===== src/rtl/dcf_pkg.sv =====
package dcf_pkg;
  typedef enum logic [2:0] {
    OPC_ADD   = 3'd0,
    OPC_ADDI  = 3'd1,
    OPC_SHADD = 3'd2,
    OPC_DSTEP = 3'd3,
    OPC_SUB   = 3'd4,
    OPC_SUBI  = 3'd5,
    OPC_OTH6  = 3'd6,
    OPC_OTH7  = 3'd7
  } opc_e;
endpackage


===== src/rtl/dcf_class_decode.sv =====
module dcf_class_decode
  import dcf_pkg::*;
(
  input  opc_e op_class_i,
  input  logic logical_i,
  output logic subtract_o,
  output logic update_o
);
  always_comb begin
    subtract_o = 1'b0;
    update_o   = 1'b0;
    unique case (op_class_i)
      OPC_ADD, OPC_SHADD: update_o = ~logical_i;
      OPC_ADDI, OPC_DSTEP: update_o = 1'b1;
      OPC_SUB, OPC_SUBI: begin
        subtract_o = 1'b1;
        update_o   = 1'b1;
      end
      default: update_o = 1'b0;
    endcase
  end
endmodule


===== src/rtl/dcf_digit_adder.sv =====
module dcf_digit_adder #(
  parameter int DATA_W  = 64,
  parameter int DIGIT_W = 4,
  localparam int NDIG   = DATA_W / DIGIT_W
) (
  input  logic [DATA_W-1:0] a_i,
  input  logic [DATA_W-1:0] b_i,
  input  logic              subtract_i,
  output logic [DATA_W-1:0] sum_o,
  output logic [NDIG-1:0]   carry_o
);
  logic [DATA_W-1:0] b_eff;
  logic [NDIG:0]     chain;

  assign b_eff    = subtract_i ? ~b_i : b_i;
  assign chain[0] = subtract_i;

  for (genvar d = 0; d < NDIG; d++) begin : g_digit
    logic [DIGIT_W:0] slice;
    assign slice = {1'b0, a_i[d*DIGIT_W +: DIGIT_W]}
                 + {1'b0, b_eff[d*DIGIT_W +: DIGIT_W]}
                 + {{DIGIT_W{1'b0}}, chain[d]};
    assign sum_o[d*DIGIT_W +: DIGIT_W] = slice[DIGIT_W-1:0];
    assign chain[d+1]                  = slice[DIGIT_W];
    assign carry_o[d]                  = slice[DIGIT_W];
  end
endmodule


===== src/rtl/dcf_flag_place.sv =====
module dcf_flag_place #(
  parameter int DATA_W    = 64,
  parameter int NDIG      = 16,
  parameter int UPPER_POS = 24,
  parameter int LOWER_POS = 48,
  localparam int HALF     = NDIG / 2
) (
  input  logic [NDIG-1:0]   flags_i,
  output logic [DATA_W-1:0] image_o
);
  // Big-endian index k maps to vector bit DATA_W-1-k; the most significant
  // digit of each half takes the lowest index of its field.
  always_comb begin
    image_o = '0;
    for (int d = 0; d < NDIG; d++) begin
      if (d >= HALF)
        image_o[DATA_W-1-UPPER_POS-(NDIG-1-d)] = flags_i[d];
      else
        image_o[DATA_W-1-LOWER_POS-(HALF-1-d)] = flags_i[d];
    end
  end
endmodule


===== src/rtl/digit_carry_unit.sv =====
module digit_carry_unit
  import dcf_pkg::*;
#(
  parameter int DATA_W    = 64,
  parameter int DIGIT_W   = 4,
  parameter int UPPER_POS = 24,
  parameter int LOWER_POS = 48,
  localparam int NDIG     = DATA_W / DIGIT_W
) (
  input  logic              clk_i,
  input  logic              rst_i,
  input  logic              en_i,
  input  logic [DATA_W-1:0] a_i,
  input  logic [DATA_W-1:0] b_i,
  input  logic [2:0]        op_class_i,
  input  logic              logical_i,
  output logic [DATA_W-1:0] result_o,
  output logic [DATA_W-1:0] status_o
);
  logic              is_sub, do_update;
  logic [DATA_W-1:0] sum_w, result_q;
  logic [NDIG-1:0]   carry_w, flags_q;

  dcf_class_decode u_dec (
    .op_class_i (opc_e'(op_class_i)),
    .logical_i  (logical_i),
    .subtract_o (is_sub),
    .update_o   (do_update)
  );

  dcf_digit_adder #(.DATA_W(DATA_W), .DIGIT_W(DIGIT_W)) u_add (
    .a_i        (a_i),
    .b_i        (b_i),
    .subtract_i (is_sub),
    .sum_o      (sum_w),
    .carry_o    (carry_w)
  );

  always_ff @(posedge clk_i) begin
    if (rst_i) begin
      result_q <= '0;
      flags_q  <= '0;
    end else if (en_i) begin
      result_q <= sum_w;
      if (do_update) flags_q <= carry_w;
    end
  end

  dcf_flag_place #(.DATA_W(DATA_W), .NDIG(NDIG),
                   .UPPER_POS(UPPER_POS), .LOWER_POS(LOWER_POS)) u_place (
    .flags_i (flags_q),
    .image_o (status_o)
  );

  assign result_o = result_q;

  // enable low freezes both registers
  p_hold_when_idle_r8: assert property (@(posedge clk_i) disable iff (rst_i)
    !en_i |=> ($stable(result_q) && $stable(flags_q)));

  // non-updating classes keep the flags
  p_other_class_keeps_r7: assert property (@(posedge clk_i) disable iff (rst_i)
    (en_i && op_class_i[2:1] == 2'b11) |=> $stable(flags_q));

  // logical completer on add / shift-add blocks the update
  p_logical_blocks_r6: assert property (@(posedge clk_i) disable iff (rst_i)
    (en_i && logical_i && (op_class_i == 3'd0 || op_class_i == 3'd2)) |=> $stable(flags_q));

  // subtracting equal operands borrows nowhere
  p_equal_sub_no_borrow_r3: assert property (@(posedge clk_i) disable iff (rst_i)
    (en_i && (op_class_i == 3'd4 || op_class_i == 3'd5) && a_i == b_i) |=> (flags_q == '1 && result_q == '0));

  // adding an operand to its complement carries nowhere
  p_complement_add_no_carry_r2: assert property (@(posedge clk_i) disable iff (rst_i)
    (en_i && op_class_i == 3'd1 && a_i == ~b_i) |=> (flags_q == '0 && result_q == '1));

  // an update decision always writes the adder's carries
  p_update_captures_r5: assert property (@(posedge clk_i) disable iff (rst_i)
    (en_i && do_update) |=> (flags_q == $past(carry_w)));
endmodule


===== config.mk =====
export PLATFORM = sky130hd
export DESIGN_NAME = digit_carry_unit
export DESIGN_NICKNAME = d
export VERILOG_FILES = /design/src/rtl/dcf_pkg.sv /design/src/rtl/dcf_class_decode.sv /design/src/rtl/dcf_digit_adder.sv /design/src/rtl/dcf_flag_place.sv /design/src/rtl/digit_carry_unit.sv
export SDC_FILE = /design/constraint.sdc
export NUM_CORES = 1
export LEC_CHECK = 0
export ABC_CLOCK_PERIOD_IN_PS = 29700
export BUFFER_PORTS_ARGS = -buffer_cell sky130_fd_sc_hd__buf_2
export CAP_MARGIN = 20
export CORE_ASPECT_RATIO = 1.75
export CORE_MARGIN = 3
export CORE_UTILIZATION = 46
export DETAILED_ROUTE_END_ITERATION = 10
export PLACE_DENSITY = 0.77
export SYNTH_ARGS = -nofsm -noshare
export SYNTH_HDL_FRONTEND = slang
export SYNTH_HIERARCHICAL = 1
export SYNTH_SLANG_ARGS = --single-unit
export TNS_END_PERCENT = 30

===== constraint.sdc =====
create_clock -name clk_i -period 29.7 [get_ports clk_i]
set_clock_uncertainty 0.15 [all_clocks]
set_input_delay 0 -clock clk_i [delete_from_list [all_inputs] [get_ports clk_i]]
set_output_delay 0 -clock clk_i [all_outputs]
set_load 0.005 [all_outputs]

* After elaboration in Yosys (flattened, before gate mapping)
Index checks and enable logic that the tools add are counted.
** Word-level totals
- Word-level logic and storage cells :: 49
- Register bits after elaboration :: 80
- Input bits :: 135
** Cells by class
- Equal/unequal tests :: 5
- $add $sub $neg :: 32
- Muxes and demuxes :: 3
- Reduce and logical (&&, ||, !) cells :: 5
- Bitwise logic cells :: 2
** Operators by type and width (count)
- adder 4 x 4 -> 5 bit :: 16
- adder 5 x 1 -> 5 bit :: 16
- 2-to-1 mux 64 bit :: 1
- NOT 64 bit :: 1
- equality test 3 x 2 -> 1 bit (second input constant) :: 2
- equality test 3 bit (second input constant) :: 2
- OR reduction 2 bit :: 2
- OR reduction 4 bit :: 1
- equality test 3 x 1 -> 1 bit (second input constant) :: 1
- zero test 3 bit :: 1
- case mux 1 bit (2 select lines) :: 1
- AND reduction 2 bit :: 1
- 2-to-1 mux 1 bit :: 1
- NOT 1 bit :: 1

* Longest topological paths before layout
Gate-level depths: netlist of the first run.
- Depth after elaboration :: 21
- Mapped depth :: 88
- Mapped depth without buffers :: 86

* By module
The synthesis of the first run kept the hierarchy.
** Modules (own cells, without submodules)
- dcf_digit_adder :: cells an instance 366, times used 1, area each 3026.7 um^2
- digit_carry_unit :: cells an instance 279, times used 1, area each 2976.6 um^2
- dcf_flag_place :: cells an instance 65, times used 1, area each 484.2 um^2
- dcf_class_decode :: cells an instance 3, times used 1, area each 17.5 um^2

* Worst setup path before layout of the first run
OpenSTA, ideal clock, no wires.
- Path kind :: input -> register
- Start point :: input op_class_i[2]
- End point :: register result_q[61], in the netlist result_o[61]
- Setup slack :: 11.685 ns
- Stages :: 86
- Arrival :: 17.738 ns
- Required time :: 29.422 ns
- Setup time :: 0.128 ns
- Path through :: nor2b_1 buf_6 buf_2 xor2_1 inv_1 fa_1 nor2b_1 o21ai_0 nor2b_1 fa_1 fa_1 nor2b_1 o21ai_0 nor2b_1 fa_1 fa_1 nor2b_1 o21ai_0 [... 50 more ...] o21ai_0 nor2b_1 fa_1 fa_1 nor2b_1 o21ai_0 nand2b_1 fa_1 inv_1 fa_1 nor2b_1 o21ai_0 nor2b_1 fa_1 inv_1 fa_1 mux2i_1 nor2_1
** On the way
- Word-level cells in the longest chain between the ends :: 21
** Ends and longest elaborated chain
- from (decl) :: line digit_carry_unit.sv:15 : input logic [2:0] op_class_i,
- equality test 3 bit :: line dcf_class_decode.sv:12 : unique case (op_class_i)
- OR reduction 2 bit (*)
- 2-to-1 mux 1 bit (*) :: line dcf_class_decode.sv:12
- 2-to-1 mux 64 bit :: line dcf_digit_adder.sv:15 : assign b_eff = subtract_i ? ~b_i : b_i;
- adder 4 x 4 -> 5 bit :: line dcf_digit_adder.sv:21 : + {1'b0, b_eff[d*DIGIT_W +: DIGIT_W]}
- adder 5 x 1 -> 5 bit (8 in a row) :: line dcf_digit_adder.sv:22 : + {{DIGIT_W{1'b0}}, chain[d]};
- adder 5 x 1 -> 5 bit (*) :: line dcf_digit_adder.sv:22
- net carry_w[8] :: line digit_carry_unit.sv:22 : logic [NDIG-1:0] carry_w, flags_q;
- adder 5 x 1 -> 5 bit (*) (5 in a row) :: line dcf_digit_adder.sv:22
- net carry_w[13] :: line digit_carry_unit.sv:22
- adder 5 x 1 -> 5 bit (*) (2 in a row) :: line dcf_digit_adder.sv:22
- net sum_w[61] :: line digit_carry_unit.sv:21 : logic [DATA_W-1:0] sum_w, result_q;
- to (signal assigned) :: line digit_carry_unit.sv:44 : result_q <= sum_w;
- to (decl) :: line digit_carry_unit.sv:21
Mark *: on every way through the listed nets, which the timed path passes. The rest lies on a longest branch.
A chain may end at the register's enable or synchronous reset.

* Worst setup path after layout of the first run
- Start point :: input op_class_i[2]
- End point :: register result_q[61], in the netlist result_o[61]
** On the way
- Word-level cells in the longest chain between the ends :: 21
** Ends and longest elaborated chain
- equality test 3 bit :: line dcf_class_decode.sv:12
- OR reduction 2 bit (*)
- 2-to-1 mux 1 bit (*) :: line dcf_class_decode.sv:12
- net is_sub :: line digit_carry_unit.sv:20 : logic is_sub, do_update;
- 2-to-1 mux 64 bit :: line dcf_digit_adder.sv:15
- adder 4 x 4 -> 5 bit :: line dcf_digit_adder.sv:21
- adder 5 x 1 -> 5 bit (8 in a row) :: line dcf_digit_adder.sv:22
- adder 5 x 1 -> 5 bit (*) :: line dcf_digit_adder.sv:22
- net carry_w[8] :: line digit_carry_unit.sv:22
- adder 5 x 1 -> 5 bit (*) (5 in a row) :: line dcf_digit_adder.sv:22
- net carry_w[13] :: line digit_carry_unit.sv:22
- adder 5 x 1 -> 5 bit (*) (2 in a row) :: line dcf_digit_adder.sv:22
- net sum_w[61] :: line digit_carry_unit.sv:21
Marks and branches as above.

==> results.md, run 1 <==
* Status: complete, no violations
* Mapped Cells at between 700 and 800
* First-pass detailed-route iteration total at 6
* Setup TNS at 0 ns
* Max VDD drop at 32.6 uV
* Tcrit/Tclk final at 65.0%
* Hpwl dp at ~12000 um
* Synthesized flop and latch total at 80
* Total CTS buffers at 9
* Via density at between 4 and 5
* Worst slew margin at between 40% and 50%
* Worst path required time at ~30 ns
* Slew Viols, Final at 0
* Worst hold stages at 5
* Core Area at ~0.014 mm2
* Synth Cell Area at 0.00650 mm2
* Crit path capture type: flip-flop
* Final setup fails at 0
* Final hold vios at 0
* Fmax achieved at between 50 and 60 MHz
* Die height at around 160 um
* CTS tree: done
* Post-CTS resize count at 0
* Slowest cell on crit path: nor2b_4
* Post-synth top area share at approximately a quarter
* Seq/Total Area, Yosys at 24.6%
* Clock Latency Late Sink at around 0.32 ns
* Largest net degree at the start of global routing at approximately 80
* Static leakage at about 4.2 nW
* Crit path largest cell delay at around 0.6 ns
* WP data arrival at between 15 and 20 ns
* DRT iter0 DRCs at 121
* Startpoint types: primary input
* Synth cell types at 32
* IO Pins at 263
* ANT nets after route at 0
* Vias in the first global route at ~5400
* Die Area at ~0.016 mm2
* IO buf count at between 200 and 250
* Clock Tree Buf Depth at 2
* Mean Syn Cell Area at between 9 and 10 um2
* # rows at 56
* Commonest non-fill, non-tap cell in the layout: buf_2
* DR vias at about 5200
* Yosys warnings at 6
* Clock transition at path regs at roughly 0.06 ns
* WHS at about 0.023 ns
* Worst-margin pin slew at around 0.87 ns
* DRC at 0
* Htree depth at 3
* Area delta synth->final at 18.4%
* Power Dens Cells at 51.0 mW/mm2
* Commonest non-fill, non-tap cells in the layout: 213 x buf_2, 80 x dfxtp_1, 75 x inv_1
* Critical path class: in2reg
* Initial core utilization at between 40 and 50%
* First-pass GRT wire length at ~24000 um
* RSZ-0062 raised after global routing: false
* Root buffer cell: clkbuf_16
* Path depth of the worst reg2reg path at 2
* Share of cells above drive strength 1 at approximately 28%
* Initial antenna violation count at 1
* Crit-path max FO at 19
* Congestion Overflow GR at 0
* GRT Util Overall at 19.8%
* Routed WL at between 15000 and 20000 um
* Crit path time final at 19.31 ns
* Routed wire per std cell at approximately 14 um
* Max_cap viols at 0
* Worst Hold Class: in2reg
* Top post-synthesis cells by area: dfxtp_1 25%, mux2i_1 9.8%, fa_1 9.5%, ha_1 9.2%, xor2_1 8.6%
* Largest area contributor in the netlist: dfxtp_1
* Clk sinks at 80
* Fin nets at 1114
* Width of the die at approximately 96 um
* Routability cong. at ~0.85
* Cell mode on critical path: fa_1
==> worst max-delay path, delay by kind of cell <==
family	cells	cell delay (ns)
AO/OA/AOI/OAI	15	1.45
XOR/XNOR	1	0.25
adder cells (fa/ha/maj)	31	12.31
buffers and inverters	5	0.41
multiplexers	1	0.14
AND/OR/NAND/NOR	32	4.75
==> worst paths after layout <==
check	start	endpoint	slack, ns
worst max-delay path	op_class_i[2]	result_o[61]$_SDFFE_PP0P_	10.39
worst min register to register	result_o[26]$_SDFFE_PP0P_	result_o[26]$_SDFFE_PP0P_	0.34
worst min-delay path	a_i[63]	flags_q[15]$_SDFFE_PP0P_	0.02
worst max register to register	flags_q[6]$_SDFFE_PP0P_	flags_q[6]$_SDFFE_PP0P_	28.79
==> layout make-up <==
class                   count  area [um2]
fillers                  1260        5890
multi-input cells         511        4120
flip-flops and latches     80        1600
repair buffers            223        1150
inverters                  75         282
clock buffers              10         239
well taps                 174         218
clock inverters             6        91.3
diodes                      1        2.50
==> synth_stat cells <==
| cell type | n |
|---|---|
| a2111oi_0 | 1 |
| a21bo_2 | 16 |
| a21o_1 | 4 |
| a21oi_1 | 30 |
| a221oi_1 | 1 |
| a22oi_1 | 1 |
| and3b_1 | 1 |
| buf_12 | 3 |
| buf_2 | 10 |
| buf_4 | 69 |
| buf_6 | 3 |
| clkbuf_1 | 9 |
| conb_1 | 1 |
| dfxtp_1 | 80 |
| fa_1 | 31 |
| ha_1 | 48 |
| inv_1 | 75 |
| mux2i_1 | 64 |
| mux2i_4 | 1 |
| nand2_1 | 12 |
| nand2b_1 | 15 |
| nand3_1 | 17 |
| nand3b_1 | 3 |
| nor2_1 | 65 |
| nor2b_1 | 30 |
| nor3b_1 | 1 |
| nor4b_1 | 1 |
| o211ai_1 | 1 |
| o21ai_0 | 24 |
| or4b_1 | 1 |
| xnor2_1 | 31 |
| xor2_1 | 64 |
==> flip-flops by register name, summed over array words and instances (netlist names) <==
| register | count |
|---|---|
| flags_q | 16 |
| result_o | 64 |
==> stage by stage <==
| step | cell area, um2 | utilization [%] | setup slack, ns | total power, W | instances |
|---|---|---|---|---|---|
| 2_1_floorplan | 6680 | - | 11.68 | 0.000233 | 760 |
| 3_3_place_gp | 7320 | 53.8 | 10.52 | 0.000269 | 1058 |
| 3_5_place_dp | 7320 | 53.8 | 10.02 | 0.000272 | 1058 |
| 4_1_cts | 7700 | 56.6 | 10.35 | 0.000398 | 1079 |
| 5_1_grt | 7700 | 56.7 | 8.90 | 0.000421 | 1080 |
| 6_report | 7700 | 56.7 | 10.39 | 0.000393 | 1080 |
==> repair_timing <==
action                    4_1_cts  5_1_grt
hold endpoints to repair        4        0
setup buffers                   0        0
hold buffers                    5        0
==> cells by family (layout without fill, tap and decap cells) <==
family	count (synthesis)	count (layout)	synth area share (%)
xor+xnor	95	95	12.8
flops	80	80	24.6
compound gates	78	78	7.58
fa+ha+maj	79	79	18.8
buf+inv	169	314	15.0
mux	65	65	10.2
simple gates	146	146	11.0
other cells	1	49	0.0576
==> report_power, final <==
group	internal (W)	leakage (nW)	switching (W)
logic	0.0000680	3.38	0.0000722
registers	0.000122	0.659	0.00000723
clock network	0.0000764	0.163	0.0000465
total	0.000267	4.20	0.000126
==> metal layers <==
layer | share of wire (%) | routed length, um | up-vias | global-route usage (%)
met5 | 0 | 0 | - | 0
met2 | 57 | 8780 | 210 | 38.9
met1 | 32 | 4910 | 2454 | 17.9
met4 | 4.8 | 735 | 0 | 12.1
li1 | - | - | 2535 | -
met3 | 6.1 | 934 | 48 | 3.36
Note: power is estimated with default switching activity, not from simulation.
==> run 2: changes to the inputs <==
--- a/config.mk
+++ b/config.mk
@@ -5,7 +5,7 @@
 export SDC_FILE = /design/constraint.sdc
 export NUM_CORES = 1
 export LEC_CHECK = 0
-export ABC_CLOCK_PERIOD_IN_PS = 29700
+export ABC_CLOCK_PERIOD_IN_PS = 17900
 export BUFFER_PORTS_ARGS = -buffer_cell sky130_fd_sc_hd__buf_2
 export CAP_MARGIN = 20
 export CORE_ASPECT_RATIO = 1.75
==> constraint.sdc (replaced) <==
create_clock -name clk_i -period 17.9 [get_ports clk_i]
set_clock_uncertainty 0.15 [all_clocks]
set_input_delay 0 -clock clk_i [delete_from_list [all_inputs] [get_ports clk_i]]
set_output_delay 0 -clock clk_i [all_outputs]
set_load 0.005 [all_outputs]
==> run 2 against run 1 <==
Net effect: combinational power up 81%; utilization grew 2.6 points; largest power group unchanged; via count rose by 2.2%; critical path type unchanged; power is 70% higher; global-route usage rose by 0.29 points; non-clock buffer count grew 36; clock-buffer cell count rose by 1.
==> results.md, run 2 (same netlist as run 1, synthesis figures left out) <==
* Placed insts at 1089 (was 1058)
* Core Area at 0.0136 mm2 (unchanged)
* CTS tree: done (unchanged)
* Static leakage at 4.34 nW (was 4.20 nW)
* Slowest cell on crit path: fa_2 (was nor2b_4)
* Crit-path max FO at 3 (was 19)
* DRT iter0 DRCs at 91 (was 121)
* Crit path time final at roughly 17 ns
* Worst path required time at 17.94 ns (was 29.74 ns)
* Crit path largest cell delay at 0.42 ns (was 0.60 ns)
* Slew Viols, Final at 0 (unchanged)
* Largest net degree at the start of global routing at 81 (unchanged)
* Clock transition at path regs at 0.06 ns (about the same)
* Vias in the first global route at 5541 (was 5393)
* Cell mode on critical path: fa_2 (was fa_1)
* RSZ-0062 raised after global routing: true (was false)
* Width of the die at 95.9 um (unchanged)
* DR vias at 5364 (was 5247)
* Cell Count, Final, Fillers Out at 1116 (was 1080)
* Share of cells above drive strength 1 at 34.5% (was 28.0%)
* Fin nets at 1150 (was 1114)
* Hpwl dp at 12400 um (was 12200 um)
* Initial core utilization at 47.9% (unchanged)
* Startpoint types: primary input (unchanged)
* Final setup fails at 0 (unchanged)
* Max FFs per register at 64 (unchanged)
* First-pass detailed-route iteration total at 4 (was 6)
* Max VDD drop at 50.0 uV (was 32.6 uV)
* Kind of cell adding the most delay to the critical path: adder cells (unchanged)
* Routed WL at 15500 um (was 15400 um)
* Worst Hold Class: in2reg (unchanged)
* Finished Core Util at 59.3% (was 56.7%)
* Status: complete, no violations (unchanged)
* Clock Tree Buf Depth at 2 (unchanged)
* Worst-margin pin slew at 0.870 ns (about the same)
* Clock Latency Late Sink at 0.33 ns (was 0.32 ns)
* Max_cap viols at 0 (unchanged)
* DRC at 0 (unchanged)
* Fillers at 1214 (was 1260)
* GRT Util Overall at 20.1% (was 19.8%)
* Clk sinks at 80 (unchanged)
* Total CTS buffers at 9 (unchanged)
* Htree depth at 3 (unchanged)
* Final hold vios at 0 (unchanged)
* Die height at 163 um (unchanged)
* Via density at 4.81 (was 4.86)
* Fmax achieved at between 50 and 60 MHz
* Layout Cell Area excl Fill at 0.00806 mm2 (was 0.00770 mm2)
* Power Dens Cells at 83.0 mW/mm2 (was 51.0 mW/mm2)
* Routed wire per std cell at 13.9 um (was 14.2 um)
* First-pass GRT wire length at 24700 um (was 24100 um)
* Tcrit/Tclk final at around 94%
* Area delta synth->final at 23.9% (was 18.4%)
* Total power at 0.000669 W (was 0.000393 W)
* Sequential cell area at 0.00160 mm2 (unchanged)
* ANT nets after route at 0 (unchanged)
* # rows at 56 (unchanged)
* IO Pins at 263 (unchanged)
* Crit path capture type: flip-flop (unchanged)
* Area of the multi-input gates at 0.00421 mm2 (was 0.00412 mm2)
* Critical path class: in2reg (unchanged)
* Commonest non-fill, non-tap cell in the layout: buf_2 (unchanged)
* IO buf count at 214 (unchanged)
* Placed Area at 0.00755 mm2 (was 0.00732 mm2)
* Routability cong. at 0.844 (was 0.849)
* Worst slew margin at 42.0% (about the same)
* Root buffer cell: clkbuf_16 (unchanged)
* Die Area at 0.0157 mm2 (unchanged)
* Congestion Overflow GR at 0 (unchanged)
* Commonest non-fill, non-tap cells in the layout: 213 x buf_2, 80 x dfxtp_1, 75 x inv_1 (unchanged)
* WP data arrival at 16.92 ns (was 19.35 ns)
* WP buf/inv at 5 (unchanged)
* Initial antenna violation count at 1 (unchanged)
run 2: per-layer routing:
| layer | wire [um] | global-route usage [%] |
|---|---|---|
| met1 | 5200 | 18.9 |
| met5 | 0 | 0 |
| met2 | 8800 | 39.4 |
| met4 | 621 | 10.0 |
| met3 | 923 | 3.78 |
run 2: final timing paths:
| path | startpoint | to | slack [ns] | depth (start not counted) |
|---|---|---|---|---|
| min reg2reg | result_o[56]$_SDFFE_PP0P_ | result_o[56]$_SDFFE_PP0P_ | 0.34 | 2 |
| min | a_i[47] | result_o[47]$_SDFFE_PP0P_ | 0.03 | 5 |
| max reg2reg | flags_q[11]$_SDFFE_PP0P_ | flags_q[11]$_SDFFE_PP0P_ | 16.95 | 2 |
| max | op_class_i[1] | result_o[61]$_SDFFE_PP0P_ | 1.01 | 85 |
run 2: metrics by stage:
step	worst slack [ns]	setup TNS, ns	hold WS, ns
2_1_floorplan	0.000847	0	0.103
3_3_place_gp	-0.416	-1.42	0.251
3_5_place_dp	-0.949	-4.24	0.254
4_1_cts	0.0356	0	0.0177
5_1_grt	-0.0313	-0.0544	0.0608
6_report	1.01	0	0.0343
run 2: power by group:
part / internal, W / total, W / switching (W)
Clock: 0.000126 / 0.000200 / 0.0000745
Combinational: 0.000128 / 0.000253 / 0.000125
Sequential: 0.000203 / 0.000215 / 0.0000123
run 2: tightest hold or removal path: stages:
cell and delay [ns]:
buf_2 0.08, ha_1 0.15, xor2_1 0.07, mux2i_1 0.12
nor2_1 0.05
run 2: area by class of cell:
class	instances	area share [%]
Clock buffer	11	3.01
Antenna cell	1	0.0311
Timing Repair Buffer	259	17.6
Sequential cell	80	19.9
Clock inverter	5	0.994
Multi-Input combinational cell	511	52.3
Inverter	75	3.49
Tap cell	174	2.70
run 2: timing repair:
action                                  CTS  global route
gates cloned                              0             0
hold endpoints to repair                  4             0
endpoints found under the setup margin    5             9
buffers inserted                          1             5
hold buffers                              4             0
pin swaps                                 2             6
resized for setup                        13            33
